$ cat src/rtl/asyncTxPkg.sv
package asyncTxPkg;

  localparam int MODE_W = 8;
  localparam int CHAR_W = 8;
  localparam int MAX_MULT = 64;
  localparam int CNT_W = $clog2(2 * MAX_MULT) + 1;
  localparam int IDX_W = $clog2(CHAR_W);

  // mode field positions (decoded by both control and datapath)
  localparam int PAR_EN_BIT = 0;
  localparam int PAR_EVEN_BIT = 1;
  localparam int STOP_LO = 2;
  localparam int LEN_LO = 4;
  localparam int MULT_LO = 6;

  typedef enum logic [2:0] {
    ST_IDLE,
    ST_START,
    ST_DATA,
    ST_PARITY,
    ST_STOP
  } txState_t;

  typedef struct packed {
    logic takeHold;
    logic nextData;
    logic putParity;
    logic putStop;
    logic goIdle;
  } txStrobe_t;

  function automatic int unsigned multOf(input logic [MODE_W-1:0] mode);
    case (mode[MULT_LO+:2])
      2'b00:   return 1;
      2'b01:   return 16;
      2'b10:   return 32;
      default: return 64;
    endcase
  endfunction

  function automatic int unsigned charLenOf(input logic [MODE_W-1:0] mode);
    return 5 + int'(mode[LEN_LO+:2]);
  endfunction

  function automatic int unsigned stopTicksOf(input logic [MODE_W-1:0] mode);
    int unsigned m;
    m = multOf(mode);
    case (mode[STOP_LO+:2])
      2'b00:   return m;
      2'b01:   return (m == 1) ? 1 : m + m / 2;
      default: return 2 * m;
    endcase
  endfunction

endpackage

$ cat src/rtl/asyncTxCtrl.sv
module asyncTxCtrl
  import asyncTxPkg::*;
(
  input  logic              clk,
  input  logic              rstN,
  input  logic              bitClkEn,
  input  logic              holdValid,
  input  logic [MODE_W-1:0] holdMode,
  output txStrobe_t         strobes,
  output logic              busy
);

  txState_t          state, stateNext;
  logic [CNT_W-1:0]  cellCnt, cellCntNext;
  logic [IDX_W-1:0]  bitIdx, bitIdxNext;
  logic [MODE_W-1:0] actMode, actModeNext;
  logic              lastCell, lastStop, lastBit;

  assign lastCell = (cellCnt == CNT_W'(multOf(actMode) - 1));
  assign lastStop = (cellCnt == CNT_W'(stopTicksOf(actMode) - 1));
  assign lastBit  = (bitIdx == IDX_W'(charLenOf(actMode) - 1));

  always_comb begin
    strobes     = '0;
    stateNext   = state;
    cellCntNext = cellCnt;
    bitIdxNext  = bitIdx;
    actModeNext = actMode;
    if (bitClkEn) begin
      cellCntNext = cellCnt + 1'b1;
      case (state)
        ST_IDLE: begin
          cellCntNext = '0;
          if (holdValid) begin
            strobes.takeHold = 1'b1;
            actModeNext      = holdMode;
            stateNext        = ST_START;
          end
        end
        ST_START: begin
          if (lastCell) begin
            strobes.nextData = 1'b1;
            cellCntNext      = '0;
            bitIdxNext       = '0;
            stateNext        = ST_DATA;
          end
        end
        ST_DATA: begin
          if (lastCell) begin
            cellCntNext = '0;
            if (!lastBit) begin
              strobes.nextData = 1'b1;
              bitIdxNext       = bitIdx + 1'b1;
            end else if (actMode[PAR_EN_BIT]) begin
              strobes.putParity = 1'b1;
              stateNext         = ST_PARITY;
            end else begin
              strobes.putStop = 1'b1;
              stateNext       = ST_STOP;
            end
          end
        end
        ST_PARITY: begin
          if (lastCell) begin
            strobes.putStop = 1'b1;
            cellCntNext     = '0;
            stateNext       = ST_STOP;
          end
        end
        ST_STOP: begin
          if (lastStop) begin
            cellCntNext = '0;
            if (holdValid) begin
              strobes.takeHold = 1'b1;
              actModeNext      = holdMode;
              stateNext        = ST_START;
            end else begin
              strobes.goIdle = 1'b1;
              stateNext      = ST_IDLE;
            end
          end
        end
        default: begin
          strobes.goIdle = 1'b1;
          cellCntNext    = '0;
          stateNext      = ST_IDLE;
        end
      endcase
    end
  end

  always_ff @(posedge clk) begin
    if (!rstN) begin
      state   <= ST_IDLE;
      cellCnt <= '0;
      bitIdx  <= '0;
      actMode <= '0;
    end else begin
      state   <= stateNext;
      cellCnt <= cellCntNext;
      bitIdx  <= bitIdxNext;
      actMode <= actModeNext;
    end
  end

  assign busy = (state != ST_IDLE);


  tick_only_chk: assert property (@(posedge clk) disable iff (!rstN)
    !bitClkEn |=> ($stable(state) && $stable(cellCnt) && $stable(bitIdx)));

endmodule

$ cat src/rtl/asyncTxDatapath.sv
module asyncTxDatapath
  import asyncTxPkg::*;
(
  input  logic              clk,
  input  logic              rstN,
  input  logic [CHAR_W-1:0] txChar,
  input  logic              loadStb,
  input  logic [MODE_W-1:0] modeReg,
  input  txStrobe_t         strobes,
  output logic              holdValid,
  output logic [MODE_W-1:0] holdMode,
  output logic              txLine,
  output logic              ready
);

  logic [CHAR_W-1:0] holdChar;
  logic [CHAR_W-1:0] shiftReg;
  logic [CHAR_W-1:0] lenMask;
  logic [CHAR_W-1:0] maskedChar;
  logic              parityBit;
  logic              onesOdd;

  // mask off bits beyond the selected character length
  for (genvar i = 0; i < CHAR_W; i++) begin : g_mask
    assign lenMask[i] = (i < int'(charLenOf(holdMode)));
  end

  assign maskedChar = holdChar & lenMask;
  assign onesOdd    = ^maskedChar;
  assign ready      = !holdValid;

  always_ff @(posedge clk) begin
    if (!rstN) begin
      holdValid <= 1'b0;
      holdChar  <= '0;
      holdMode  <= '0;
    end else if (strobes.takeHold) begin
      holdValid <= 1'b0;
    end else if (loadStb && !holdValid) begin
      holdValid <= 1'b1;
      holdChar  <= txChar;
      holdMode  <= modeReg;
    end
  end

  always_ff @(posedge clk) begin
    if (!rstN) begin
      shiftReg  <= '0;
      parityBit <= 1'b0;
      txLine    <= 1'b1;
    end else begin
      if (strobes.takeHold) begin
        shiftReg  <= maskedChar;
        parityBit <= holdMode[PAR_EVEN_BIT] ? onesOdd : !onesOdd;
        txLine    <= 1'b0;
      end else if (strobes.nextData) begin
        shiftReg <= shiftReg >> 1;
        txLine   <= shiftReg[0];
      end else if (strobes.putParity) begin
        txLine <= parityBit;
      end else if (strobes.putStop || strobes.goIdle) begin
        txLine <= 1'b1;
      end
    end
  end


  load_drop_chk: assert property (@(posedge clk) disable iff (!rstN)
    (loadStb && ready) |=> !ready);


  hold_keep_chk: assert property (@(posedge clk) disable iff (!rstN)
    (holdValid && !strobes.takeHold) |=> (holdValid && $stable(holdChar) && $stable(holdMode)));


  start_low_chk: assert property (@(posedge clk) disable iff (!rstN)
    strobes.takeHold |=> !txLine);

endmodule

$ cat src/rtl/asyncTxTop.sv
module asyncTxTop
  import asyncTxPkg::*;
(
  input  logic       clk,
  input  logic       rstN,
  input  logic       bitClkEn,
  input  logic [7:0] txChar,
  input  logic       loadStb,
  input  logic [7:0] modeReg,
  output logic       txLine,
  output logic       busy,
  output logic       ready
);

  txStrobe_t         strobes;
  logic              holdValid;
  logic [MODE_W-1:0] holdMode;

  asyncTxCtrl i_ctrl (
    .clk       (clk),
    .rstN      (rstN),
    .bitClkEn  (bitClkEn),
    .holdValid (holdValid),
    .holdMode  (holdMode),
    .strobes   (strobes),
    .busy      (busy)
  );

  asyncTxDatapath i_datapath (
    .clk       (clk),
    .rstN      (rstN),
    .txChar    (txChar),
    .loadStb   (loadStb),
    .modeReg   (modeReg),
    .strobes   (strobes),
    .holdValid (holdValid),
    .holdMode  (holdMode),
    .txLine    (txLine),
    .ready     (ready)
  );


  idle_mark_chk: assert property (@(posedge clk) disable iff (!rstN)
    !busy |-> txLine);


  busy_rise_chk: assert property (@(posedge clk) disable iff (!rstN)
    $rose(busy) |-> !txLine);


  line_hold_chk: assert property (@(posedge clk) disable iff (!rstN)
    !bitClkEn |=> ($stable(txLine) && $stable(busy)));

endmodule

$ cat config.mk
export PLATFORM = sky130hd
export DESIGN_NAME = asyncTxTop
export DESIGN_NICKNAME = d
export VERILOG_FILES = /design/src/rtl/asyncTxPkg.sv /design/src/rtl/asyncTxCtrl.sv /design/src/rtl/asyncTxDatapath.sv /design/src/rtl/asyncTxTop.sv
export SDC_FILE = /design/constraint.sdc
export NUM_CORES = 1
export LEC_CHECK = 0
export BUFFER_PORTS_ARGS = -buffer_cell sky130_fd_sc_hd__buf_2
export CAP_MARGIN = 0
export CELL_PAD_IN_SITES_DETAIL_PLACEMENT = 1
export CELL_PAD_IN_SITES_GLOBAL_PLACEMENT = 1
export CORE_UTILIZATION = 25
export CTS_BUF_LIST = sky130_fd_sc_hd__clkbuf_8
export DETAILED_ROUTE_END_ITERATION = 10
export PLACE_DENSITY = 0.47
export RECOVER_POWER = 25
export SYNTH_ARGS = -nofsm -noshare
export SYNTH_HDL_FRONTEND = slang
export SYNTH_SLANG_ARGS = --single-unit
$ cat constraint.sdc
create_clock -name clk -period 3.8 [get_ports clk]
set_input_delay 0.38 -clock clk [delete_from_list [all_inputs] [get_ports clk]]
set_output_delay 0.38 -clock clk [all_outputs]
set_load 0.05 [all_outputs]
* Word-level counts from Yosys, hierarchy flattened *
Cells that the tools add are included.

word-level totals
  latch bits = 0
  memory bits (writable) = 0
  bits in read-only memories = 0
  output and inout port bits = 3
  logic and storage cells = 112
  bits in registers = 49
  memories = 0

cells by class
  eq/ne operators = 18
  bitwise logic cells = 3
  muxes and demuxes = 45
  shifts and indexed selects = 0
  divide/modulo/power cells = 0
  reduce and logical (&&, ||, !) cells = 20
  $mul = 0
  add/subtract/negate cells = 8
  magnitude comparators = 8

operators by type and width
  kind                 count
  $lt 4x32->1 const A  4
  $lt 3x32->1 const A  2
  $mux 8               7
  $pmux 8 s2           3
  $mux 3               11
  $lt 2x32->1 const A  1
  $pmux 7 s3           1
  $eq 8x8->1           2
  $mux 1               15
  $pmux 3 s5           1
  $ne 2x1->1 const B   6
  $add 7x6->8          1
  $add 8x1->8 const B  1
  $and 8x8->8          1
  $pmux 1 s2           4
  $reduce_xor 8->1     1
  $sub 7x1->8 const B  1
  $sub 8x1->8 const B  1
  $eq 7x1->1 const B   1
  $reduce_and 7->1     1
  $eq 3x2->1 const B   2
  $pmux 3 s2           1
  $reduce_bool 2->1    3
  $mux 5               1
  26 further kinds     30

* Logic depth before layout (Yosys ltp) *
Gate-level depths: netlist (run 1).

  depth after elaboration = 15
  gate-level depth with buffers = 13
  gate-level depth less buffers = 11

* By module *
A second synthesis (run 1) with hierarchy kept.

second synthesis, totals
  cells, all modules = 350
  area total of the unflattened synthesis = 3,022.9 sq um

by module, submodules not included
  module           instances  area each (sq um)  seq. area each (sq um)  cells each
  asyncTxCtrl      1          1,833.0            420.4                   209
  asyncTxDatapath  1          1,189.9            540.5                   141

* Worst setup path before layout (run 1) *
Ideal clock, no wire load.

  kind = flip-flop to flip-flop
  from = register i_ctrl.actMode[6]
  to = register i_datapath.txLine
  path slack = 1.029 ns
  arrival time = 2.675 ns
  buffers on the path = 0
  setup time = 0.096 ns
  cell stages (with the launch flop) = 11
  path through = dfxtp_1 -> inv_1 -> ha_1 -> ha_1 -> and4bb_1 -> a22o_2 -> nor2_2 -> mux2_4 -> a2111oi_2 -> nor4_1 -> o41ai_2

on the way
  longest elaborated chain between the ends = 12
  elaborated cells on any way between the ends = 27
  classes of those cells = add/sub (3); eq/ne (5); mux (16); reduce/logical (3)

RTL lines
  element                                           RTL line               RTL
  start, declared                                   asyncTxCtrl.sv:16      logic [MODE_W-1:0] actMode, actModeNext;
  start signal, assigned                            asyncTxCtrl.sv:102     actMode <= actModeNext;
  $eq 2x2->1 (tied with other cells)                asyncTxPkg.sv:33       case (mode[MULT_LO+:2])
  $pmux 7 s3 *                                      asyncTxPkg.sv:33
  $add 7x6->8 / $eq 7x1->1 (equally long branches)  asyncTxPkg.sv:50       2'b01: return (m == 1) ? 1 : m + m / 2;
  $mux 8                                            asyncTxPkg.sv:50
  $pmux 8 s2                                        asyncTxPkg.sv:48       case (mode[STOP_LO+:2])
  $sub 8x1->8                                       asyncTxCtrl.sv:20      assign lastStop = (cellCnt == CNT_W'(stopTicksOf(actMode) - 1));
  $eq 8x8->1                                        asyncTxCtrl.sv:20
  $mux 1                                            asyncTxCtrl.sv:71      if (lastStop) begin
  $pmux 1 s2                                        asyncTxCtrl.sv:31      case (state)
  $mux 5 *                                          asyncTxCtrl.sv:29      if (bitClkEn) begin
  $logic_or 1x1->1                                  asyncTxDatapath.sv:61  end else if (strobes.putStop || strobes.goIdle) begin
  $reduce_bool 4->1 (no line)                       -
  end signal, assigned                              asyncTxDatapath.sv:58  txLine <= shiftReg[0];
  end signal, assigned                              asyncTxDatapath.sv:60  txLine <= parityBit;
  end, declared                                     asyncTxDatapath.sv:12  output logic txLine,

Mark *: on every way between the ends. The rest lies on a longest branch, timed or not.
A chain may end at the register's enable or synchronous reset.

* Final worst setup path (run 1) *
  from = register i_ctrl.actMode[7]
  to = register i_datapath.parityBit

on the way
  longest elaborated chain between the ends = 10
  elaborated cells on any way between the ends = 13
  classes of those cells = add/sub (2); eq/ne (4); mux (6); reduce/logical (1)

RTL lines
  element                                           RTL line               RTL
  $eq 2x2->1 (tied with other cells)                asyncTxPkg.sv:33
  $pmux 7 s3 *                                      asyncTxPkg.sv:33
  $add 7x6->8 / $eq 7x1->1 (equally long branches)  asyncTxPkg.sv:50
  $mux 8                                            asyncTxPkg.sv:50
  $pmux 8 s2 *                                      asyncTxPkg.sv:48
  $sub 8x1->8 *                                     asyncTxCtrl.sv:20
  $eq 8x8->1 *                                      asyncTxCtrl.sv:20
  $mux 1 *                                          asyncTxCtrl.sv:71
  $pmux 1 s2 *                                      asyncTxCtrl.sv:31
  $mux 5 *                                          asyncTxCtrl.sv:29
  end signal, assigned                              asyncTxDatapath.sv:54  parityBit <= holdMode[PAR_EVEN_BIT] ? onesOdd : !onesOdd;
  end, declared                                     asyncTxDatapath.sv:20  logic parityBit;

Marks and branches as above.

==> flow_summary.toml, run 1 <==
[sta]
worstMarginPinSlew_ps = 1060
relSlewSlack_pct = 28.8
setup_viol = 0
post-route-min-period_ps = 3440
fin_crit_sh_pct = 90.6
holdWs_ps = 289
fmax_mhz = 291
rsz0062_at_grt = "no"
hold_viol = 0
final_max_slew_viol_count = 0
setup_tns_ps = 0
finClkSkew_ps = 7.15

[cts]
htree_levels = 2
cts_buffer_depth = 2
cts.sinks = 48
ctsHoldBuffers = 0
cts_root_buf = "clkbuf_8"
cts.clk_slew.worst_paths_ps = 100
cts-resized-gates = 0
cts_buffers = 5
insertion_delay_ps = 320
cts_tree = "done"
cts_setup_buffers = 0

[layout]
layout-drive-gt1-share_pct = 13.2
final_cell_mix = "55 x nand2_1, 48 x dfxtp_1, 39 x a21oi_1"
synthToLayoutAreaGrowth_pct = 8.83
final_common_cell = "nand2_1"
n_antenna_cell = 0
nets = 415

[logic_synthesis]
yosys.area_share.simple_pct = 25.3
ys_seq_elements = 48
synthArstFlopShare_pct = 0
synth_area_per_cell_sq_um = 8.00
postSynthCellCount = 379
ys.flop_type = "dfxtp_1"
synth-compound-area-share_pct = 24.4
synthMuxAreaShare_pct = 3.63
seq_area_frac_synth_pct = 31.7
synth-adder-area-share_pct = 3.71
synth-edff-count = 0
netlist_area_sq_um = 3030
yosys_warnings = 0
yosys.area_share.xor_xnor_pct = 5.49
ys_types = 70
synth_top_family_by_area = "simple AND/OR/NAND/NOR gates"
syn-num-nets = 408

[floorplanning]
die_area_sq_um = 12600
start_util_pct = 26.1
core_sq_um = 11600
ios = 23
die_x_um = 112
rows = 39
die_h_um = 112

[global_route]
grt_pass1_vias = 2699
globalRouteMet3Util_pct = 2.21
top_usage_layer = "met2"
overflow = 0
met1_usage_pct = 20.6
grtUsageTotal_pct = 14.7
grtUsageMet2_pct = 23.3
grt_pass1_wl_um = 14500
antenna_found_initial = 0
grt_max_degree = 27

[setup_path]
path_class = "register to register"
cp-end-kind = "register"
cp.required_ps = 4050
r2r_slack_ps = 360
cpMaxStageDelayCell = "a211oi_4"
cp.arrival_ps = 3690
critPathMaxFanout = 15
crit_family = "compound AO/OA/AOI/OAI gates"
start_kind = "register"
crit_path_cell_trace = "inv_1 > ha_1 > nand3_1 > ha_1 > xnor2_1 > or3_1 > a211oi_1 > o21ai_2 > a211oi_4 > o21ai_0 > a21oi_1"
max_stage_delay_ps = 660
cp_common_cell = "ha_1"
timing.critical_path.buf_inv = 1

[power_and_ir_drop]
clkPwrFrac_pct = 27.4
power_density_nw_per_um2 = 392
peakVddDrop_uv = 120
p_comb_share_pct = 28.1
power_leakage_nw = 1.14
p_seq_share_pct = 44.5
swShare_pct = 37.6
p_sw_w = 0.000487
internal-power_w = 0.000809

[detailed_routing]
drt-initial-drc-count = 117
vias_per_cell = 5.19
drt_first_pass_iters = 7
vias = 2753
detail-route-antenna-nets = 0
wl_um = 8890
route.detailed.drc = 1
drt-wirelength-per-cell_um = 16.8

[placed_design]
place_congestion = 0.777
hpwl_um = 6420
portBuffers = 22

[outcome]
violations = "DRC"
status = "finished, violations left"

[flow_run]
drv_cap = 0

[min_path]
worstHoldPathType = "input port to register"
[worst register-to-register path: stages, from the launching register on]
cell and delay (ps):
dfxtp_1 350, inv_1 120, ha_1 350, nand3_1 130, ha_1 220, xnor2_1 130
or3_1 350, a211oi_1 470, o21ai_2 190, a211oi_4 670, o21ai_0 210, a21oi_1 190
[layout make-up]
class                      instances  area (sq um)
sequential                        48           961
inverter                           9          33.8
multi-input combinational        296          1900
clock buffer                       6          82.6
clock inverter                     2          13.8
timing repair buffer              26           134
fill                            1413          8310
tap                              143           179
[per-layer routing]
metal  wire length [um]  share of wire [%]
met1               4650                 52
met2               3890                 44
met3                223                2.5
met4                135                1.5
met5                  0                  0
[final timing paths]
check,start,endpoint,cells after the start
min,modeReg[1],i_datapath.holdMode[1],3
max reg2reg,i_ctrl.actMode[7],i_datapath.parityBit,11
min reg2reg,i_datapath.holdChar[5],i_datapath.holdChar[5],2
max,i_ctrl.actMode[7],i_datapath.parityBit,11
[sequential cells by signal, summed over array words and instances (netlist names)]
signal                cells
i_ctrl.cellCnt            8
i_datapath.holdChar       8
i_datapath.holdMode       8
i_datapath.shiftReg       8
i_ctrl.actMode            7
i_ctrl.bitIdx             3
i_ctrl.state              3
i_datapath.holdValid      1
i_datapath.parityBit      1
i_datapath.txLine         1
[kinds of logic after synthesis]
logic type,Yosys count
AOI/OAI and AO/OA,111
muxes,10
and+or+nand+nor,147
adders and majority gates,9
xor gates and xnor gates,19
buffers and inverters,35
DFF,48
[power groups by stage]
stage                     logic [W]  registers [W]  clock network [W]
after global routing       0.000404       0.000584           0.000391
after floorplan            0.000277       0.000583                  0
after global placement     0.000367       0.000589                  0
after CTS                  0.000371       0.000577           0.000374
after detailed placement   0.000370       0.000589                  0
final                      0.000364       0.000577           0.000355
[through the flow]
stage / cell area, sq um / setup WS [ps] / utilization [%] / power, W / std cells
floorplan: 3030 / 1030 / - / 0.000860 / 379
global placement: 3210 / 507 / 27.6 / 0.000956 / 522
detailed placement: 3210 / 377 / 27.6 / 0.000959 / 522
CTS: 3310 / 349 / 28.5 / 0.00132 / 530
global route: 3300 / 14.0 / 28.4 / 0.00138 / 530
finish: 3300 / 358 / 28.4 / 0.00130 / 530
[cells in the mapped netlist (3+ instances only)]
cell type	n	share of area, %
buf_6	5	1.9
nand2b_1	8	1.7
nand4_1	7	1.4
a21o_1	3	0.74
nor3_1	8	1.3
o22ai_1	4	0.82
nand2_1	55	6.8
a21oi_1	39	6.4
o211ai_1	4	0.99
ha_1	9	3.7
nor2b_1	5	1.0
o21ai_0	21	3.5
o2111ai_1	3	0.87
nor2_1	17	2.1
o21ai_1	3	0.49
a31oi_1	6	1.2
dfxtp_1	48	32
mux2i_1	7	2.3
xor2_1	8	2.3
or3_1	4	0.82
xnor2_1	11	3.2
nand3_1	23	3.8
clkbuf_1	17	2.1
inv_1	9	1.1
a211oi_1	3	0.74
Power figures use the tool's default switching activity.
==> inputs of run 2 (changes only) <==
Settings changed: CTS_BUF_LIST sky130_fd_sc_hd__clkbuf_8 to unset.
==> run 2 against run 1 <==
  * The flow still finishes with violations (DRC)
  * Combinational power barely moved
  * Count of clock-buffer cells in the layout did not move
  * Routed wire length fell by 0.35%
  * Global-route usage fell by 0.081 points
  * Final area rose by 1.8%
  * Clock skew fell by 1.4 ps
  * Hold slack improved by 26 ps
  * Critical path depth did not move
  * Utilization rose by 0.52 points
  * Register-to-register slack got worse by 30 ps
  * Die area did not move
  * Largest cell class unchanged
  * Largest power group unchanged
==> flow_summary.toml, run 2 (same netlist as run 1, synthesis figures left out) <==
[floorplanning]
core_sq_um = 11600
die_area_sq_um = 12600
rows = 39
ios = 23
die_h_um = 112
die_x_um = 112
start_util_pct = 26.1

[detailed_routing]
drt-initial-drc-count = 123
wl_um = 8860
vias = 2757
drt_first_pass_iters = 7
drt-wirelength-per-cell_um = 16.7
vias_per_cell = 5.20
detail-route-antenna-nets = 0
route.detailed.drc = 1

[placed_design]
hpwl_um = 6420
place_congestion = 0.777
portBuffers = 22
dp.cells = 522
placed_area_sq_um = 3210

[cts]
cts_root_buf = "clkbuf_16"
ctsHoldBuffers = 0
cts.sinks = 48
cts_buffers = 5
cts_setup_buffers = 0
cts_tree = "done"
htree_levels = 2
cts-resized-gates = 0
cts.clk_slew.worst_paths_ps = 70
cts_buffer_depth = 2
insertion_delay_ps = 300

[sta]
rsz0062_at_grt = "no"
worstMarginPinSlew_ps = 1050
fin_crit_sh_pct = 91.3
final_max_slew_viol_count = 0
relSlewSlack_pct = 30.1
post-route-min-period_ps = 3470
setup_viol = 0
fmax_mhz = 288
finClkSkew_ps = 5.79
hold_viol = 0
setup_tns_ps = 0

[layout]
fill_cells = 1413
stdcell_area_sq_um = 3360
final_cell_mix = "55 x nand2_1, 48 x dfxtp_1, 39 x a21oi_1"
final_common_cell = "nand2_1"
post-route-util_pct = 28.9
layout-drive-gt1-share_pct = 13.4
final_cell_count_no_fill = 530
nets = 415
synthToLayoutAreaGrowth_pct = 10.8
n_antenna_cell = 0

[min_path]
worstHoldPathCells = 3
hp-start = "modeReg[1]"
min_to = "i_datapath.holdMode[1]"
worstHoldPathType = "input port to register"

[setup_path]
r2r_start = "i_ctrl.actMode[7]"
start_kind = "register"
cpMaxStageDelayCell = "a211oi_4"
reg2reg_to = "i_datapath.parityBit"
max_stage_delay_ps = 650
critPathMaxFanout = 15
cp.arrival_ps = 3700
crit_path_cell_trace = "inv_1 > ha_1 > nand3_1 > ha_1 > xnor2_1 > or3_1 > a211oi_1 > o21ai_2 > a211oi_4 > o21ai_0 > a21oi_1"
cp_common_cell = "ha_1"
path_class = "register to register"
timing.critical_path.buf_inv = 1
cp-end-kind = "register"
r2r_cells = 11
r2r_slack_ps = 330
cp.required_ps = 4030
crit_family = "compound AO/OA/AOI/OAI gates"

[global_route]
grt_pass1_wl_um = 14500
grt_pass1_vias = 2708
grt_max_degree = 27
antenna_found_initial = 0
grtUsageTotal_pct = 14.6
overflow = 0

[power_and_ir_drop]
power_leakage_nw = 1.17
peakVddDrop_uv = 159
power_density_nw_per_um2 = 424

[flow_run]
drv_cap = 0

[outcome]
status = "finished, violations left"
violations = "DRC"
-- run 2: changes by cell type in the layout (fill, tap and decap cells not counted) --
cell       before  now
clkbuf_8        6    1
buf_4           3    4
clkbuf_1        3    2
clkbuf_16       0    5
-- run 2: where the power goes --
part           internal, W  leakage, nW  switching (W)
combinational     0.000122        0.706       0.000243
clock             0.000264       0.0772       0.000221
sequential        0.000537        0.390      0.0000396
total             0.000923         1.17       0.000503
-- run 2: worst reg2reg max path, stage by stage (launching register included) --
cell	delay, ps
dfxtp_1	340
inv_1	120
ha_1	360
nand3_1	130
ha_1	220
xnor2_1	130
or3_1	350
a211oi_1	500
o21ai_2	200
a211oi_4	650
o21ai_0	220
a21oi_1	190
-- run 2: worst max path at each step --
stage | start | endpoint | slack (ps) | cells after the start
3_5_place_dp | i_ctrl.actMode[7] | i_datapath.shiftReg[3] | 380 | 11
5_1_grt | i_ctrl.actMode[7] | i_datapath.shiftReg[3] | 30 | 11
6_report | i_ctrl.actMode[7] | i_datapath.parityBit | 330 | 11
3_3_place_gp | i_ctrl.actMode[7] | i_datapath.shiftReg[0] | 510 | 11
4_1_cts | i_ctrl.actMode[7] | i_datapath.parityBit | 360 | 11
2_1_floorplan | i_ctrl.actMode[6] | i_datapath.txLine | 1030 | 10
-- run 2: stage by stage --
| stage | worst slack [ps] | total power (W) | hold WS, ps |
|---|---|---|---|
| 2_1_floorplan | 1030 | 0.000860 | 433 |
| 3_3_place_gp | 507 | 0.000956 | 447 |
| 3_5_place_dp | 377 | 0.000959 | 455 |
| 4_1_cts | 359 | 0.00145 | 313 |
| 5_1_grt | 27.2 | 0.00151 | 319 |
| 6_report | 330 | 0.00143 | 315 |
-- run 2: routing by layer --
metal / vias to the layer above / global-route usage [%] / part of all wire (%)
met5: - / 0 / 0
met4: 0 / 3.82 / 1.1
li1: 1382 / - / -
met3: 9 / 2.21 / 2.2
met2: 31 / 23.1 / 44
met1: 1335 / 20.8 / 53
-- run 2: layout make-up --
cell class	count	area, sq um	area share (%)
clock buffers	6	139	4.13
inverters	9	33.8	1.01
repair buffers	26	138	4.10
clock inverters	2	13.8	0.410
multi-input cells	296	1900	56.4
well taps	143	179	5.32
flip-flops and latches	48	961	28.6
==> inputs of run 3 (changes only) <==
Settings changed: BUFFER_PORTS_ARGS -buffer_cell sky130_fd_sc_hd__buf_2 to unset, DONT_BUFFER_PORTS set to 1, PLACE_DENSITY 0.47 to 0.45.
==> run 3 against run 2 <==
  * The flow still finishes with violations (DRC)
  * Power is 1.8% higher
  * Routed wire length is 2.8% lower
  * Global-route usage is 0.28 points lower
  * Sequential share of layout area is 0.79 points higher
  * Cell count is 4.3% lower
  * Flip-flop and latch count stayed put
  * Combinational power is 10% lower
  * Non-clock buffer count is 23 lower
  * First-iteration DRC count is 3.3% lower
  * Clock skew is 1.2 ps lower
  * Final area is 2.7% lower
==> flow_summary.toml, run 3 (same netlist as run 1, synthesis figures left out) <==
[placed_design]
portBuffers = 0
hpwl_um = 6280
place_congestion = 0.731
dp.cells = 499
placed_area_sq_um = 3090

[outcome]
status = "finished, violations left"
violations = "DRC"

[global_route]
grt_pass1_wl_um = 14400
met1_usage_pct = 19.5
overflow = 0
globalRouteMet3Util_pct = 3.08
antenna_found_initial = 0
top_usage_layer = "met2"
grtUsageTotal_pct = 14.4
grtUsageMet2_pct = 23.0
grt_max_degree = 32
grt_pass1_vias = 2725

[setup_path]
cp.arrival_ps = 3480
reg2reg_to = "i_datapath.shiftReg[0]"
cp.required_ps = 3940
r2r_start = "i_ctrl.actMode[7]"
start_kind = "register"
critPathMaxFanout = 19
cp-end-kind = "register"
path_class = "register to register"
r2r_cells = 11
r2r_slack_ps = 450

[detailed_routing]
wl_um = 8610
drt-wirelength-per-cell_um = 17.0
vias_per_cell = 5.30
drt-initial-drc-count = 119
vias = 2688
route.detailed.drc = 1
detail-route-antenna-nets = 0
drt_first_pass_iters = 7

[floorplanning]
die_x_um = 112
start_util_pct = 26.1
rows = 39
die_h_um = 112
die_area_sq_um = 12600
core_sq_um = 11600
ios = 23

[cts]
cts.clk_slew.worst_paths_ps = 70
insertion_delay_ps = 300
cts-resized-gates = 0
htree_levels = 2
cts_buffers = 5
cts.sinks = 48
cts_root_buf = "clkbuf_16"
ctsHoldBuffers = 0
cts_tree = "done"
cts_setup_buffers = 0
cts_buffer_depth = 2

[sta]
holdWs_ps = 140
fmax_mhz = 299
hold_viol = 0
fin_crit_sh_pct = 88.0
rsz0062_at_grt = "no"
worstMarginPinSlew_ps = 932
setup_tns_ps = 0
post-route-min-period_ps = 3350
finClkSkew_ps = 4.57
final_max_slew_viol_count = 0
setup_viol = 0
relSlewSlack_pct = 37.6

[layout]
final_cell_count_no_fill = 507
final_common_cell = "nand2_1"
n_antenna_cell = 0
multi_input_area_sq_um = 1900
final_cell_mix = "55 x nand2_1, 48 x dfxtp_1, 39 x a21oi_1"
fill_cells = 1392
synthToLayoutAreaGrowth_pct = 7.84
final-seq-area_sq_um = 961
nets = 392
layout-drive-gt1-share_pct = 8.52
stdcell_area_sq_um = 3270

[min_path]
worstHoldPathType = "input port to register"
worstHoldPathCells = 1
min_to = "i_datapath.txLine"
hp-start = "rstN"

[power_and_ir_drop]
power_density_nw_per_um2 = 444
peakVddDrop_uv = 184
power_leakage_nw = 1.10

[flow_run]
drv_cap = 0
run 3: cell types whose count changed in the layout (fill, tap and decap cells not counted):
cell / change
clkinv_4: +1
bufinv_16: +1
inv_6: -1
clkbuf_1: -2
clkinv_2: -1
buf_4: -1
buf_2: -20
run 3: worst max path at each step:
stage	startpoint	endpoint	slack (ps)	depth (start not counted)
floorplan	i_ctrl.actMode[6]	i_datapath.txLine	1030	10
global placement	i_ctrl.actMode[7]	i_datapath.shiftReg[0]	500	11
detailed placement	i_ctrl.actMode[7]	i_ctrl.actMode[0]	390	11
CTS	i_ctrl.actMode[7]	i_ctrl.actMode[0]	380	11
global route	i_ctrl.actMode[7]	i_ctrl.actMode[5]	90	11
finish	i_ctrl.actMode[7]	i_datapath.shiftReg[0]	450	11
run 3: layout make-up:
cell class                 instances  area share [%]
multi-input combinational        296            58.0
sequential                        48            29.4
tap                              143            5.47
clock buffer                       6            4.25
clock inverter                     2            1.19
inverter                           9            1.03
timing repair buffer               3           0.689
run 3: metal layers:
metal / vias up / share of wire [%]
met1: 1307 / 51
met2: 36 / 44
met3: 7 / 4.0
met4: 0 / 1.1
met5: - / 0
li1: 1338 / -
run 3: stage by stage:
stage          worst slack [ps]  util [%]  power, W
6_report                    455      28.2   0.00145
5_1_grt                    89.9      28.2   0.00153
4_1_cts                     383      28.2   0.00148
3_5_place_dp                395      26.6  0.000931
3_3_place_gp                503      26.6  0.000932
2_1_floorplan              1030         -  0.000860
run 3: power by group:
group / switching (W) / internal [W] / total (W)
sequential: 0.0000506 / 0.000537 / 0.000588
clock: 0.000206 / 0.000330 / 0.000536
combinational: 0.000217 / 0.000111 / 0.000328
total: 0.000474 / 0.000978 / 0.00145
run 3: critical path, stage by stage, from the launching register on:
cell and delay (ps):
dfxtp_1 340, inv_1 110, ha_1 320, nand3_1 130
ha_1 220, xnor2_1 130, or3_1 350, a211oi_1 500
o21a_1 280, o211ai_2 400, a21oi_1 340, a311oi_2 70
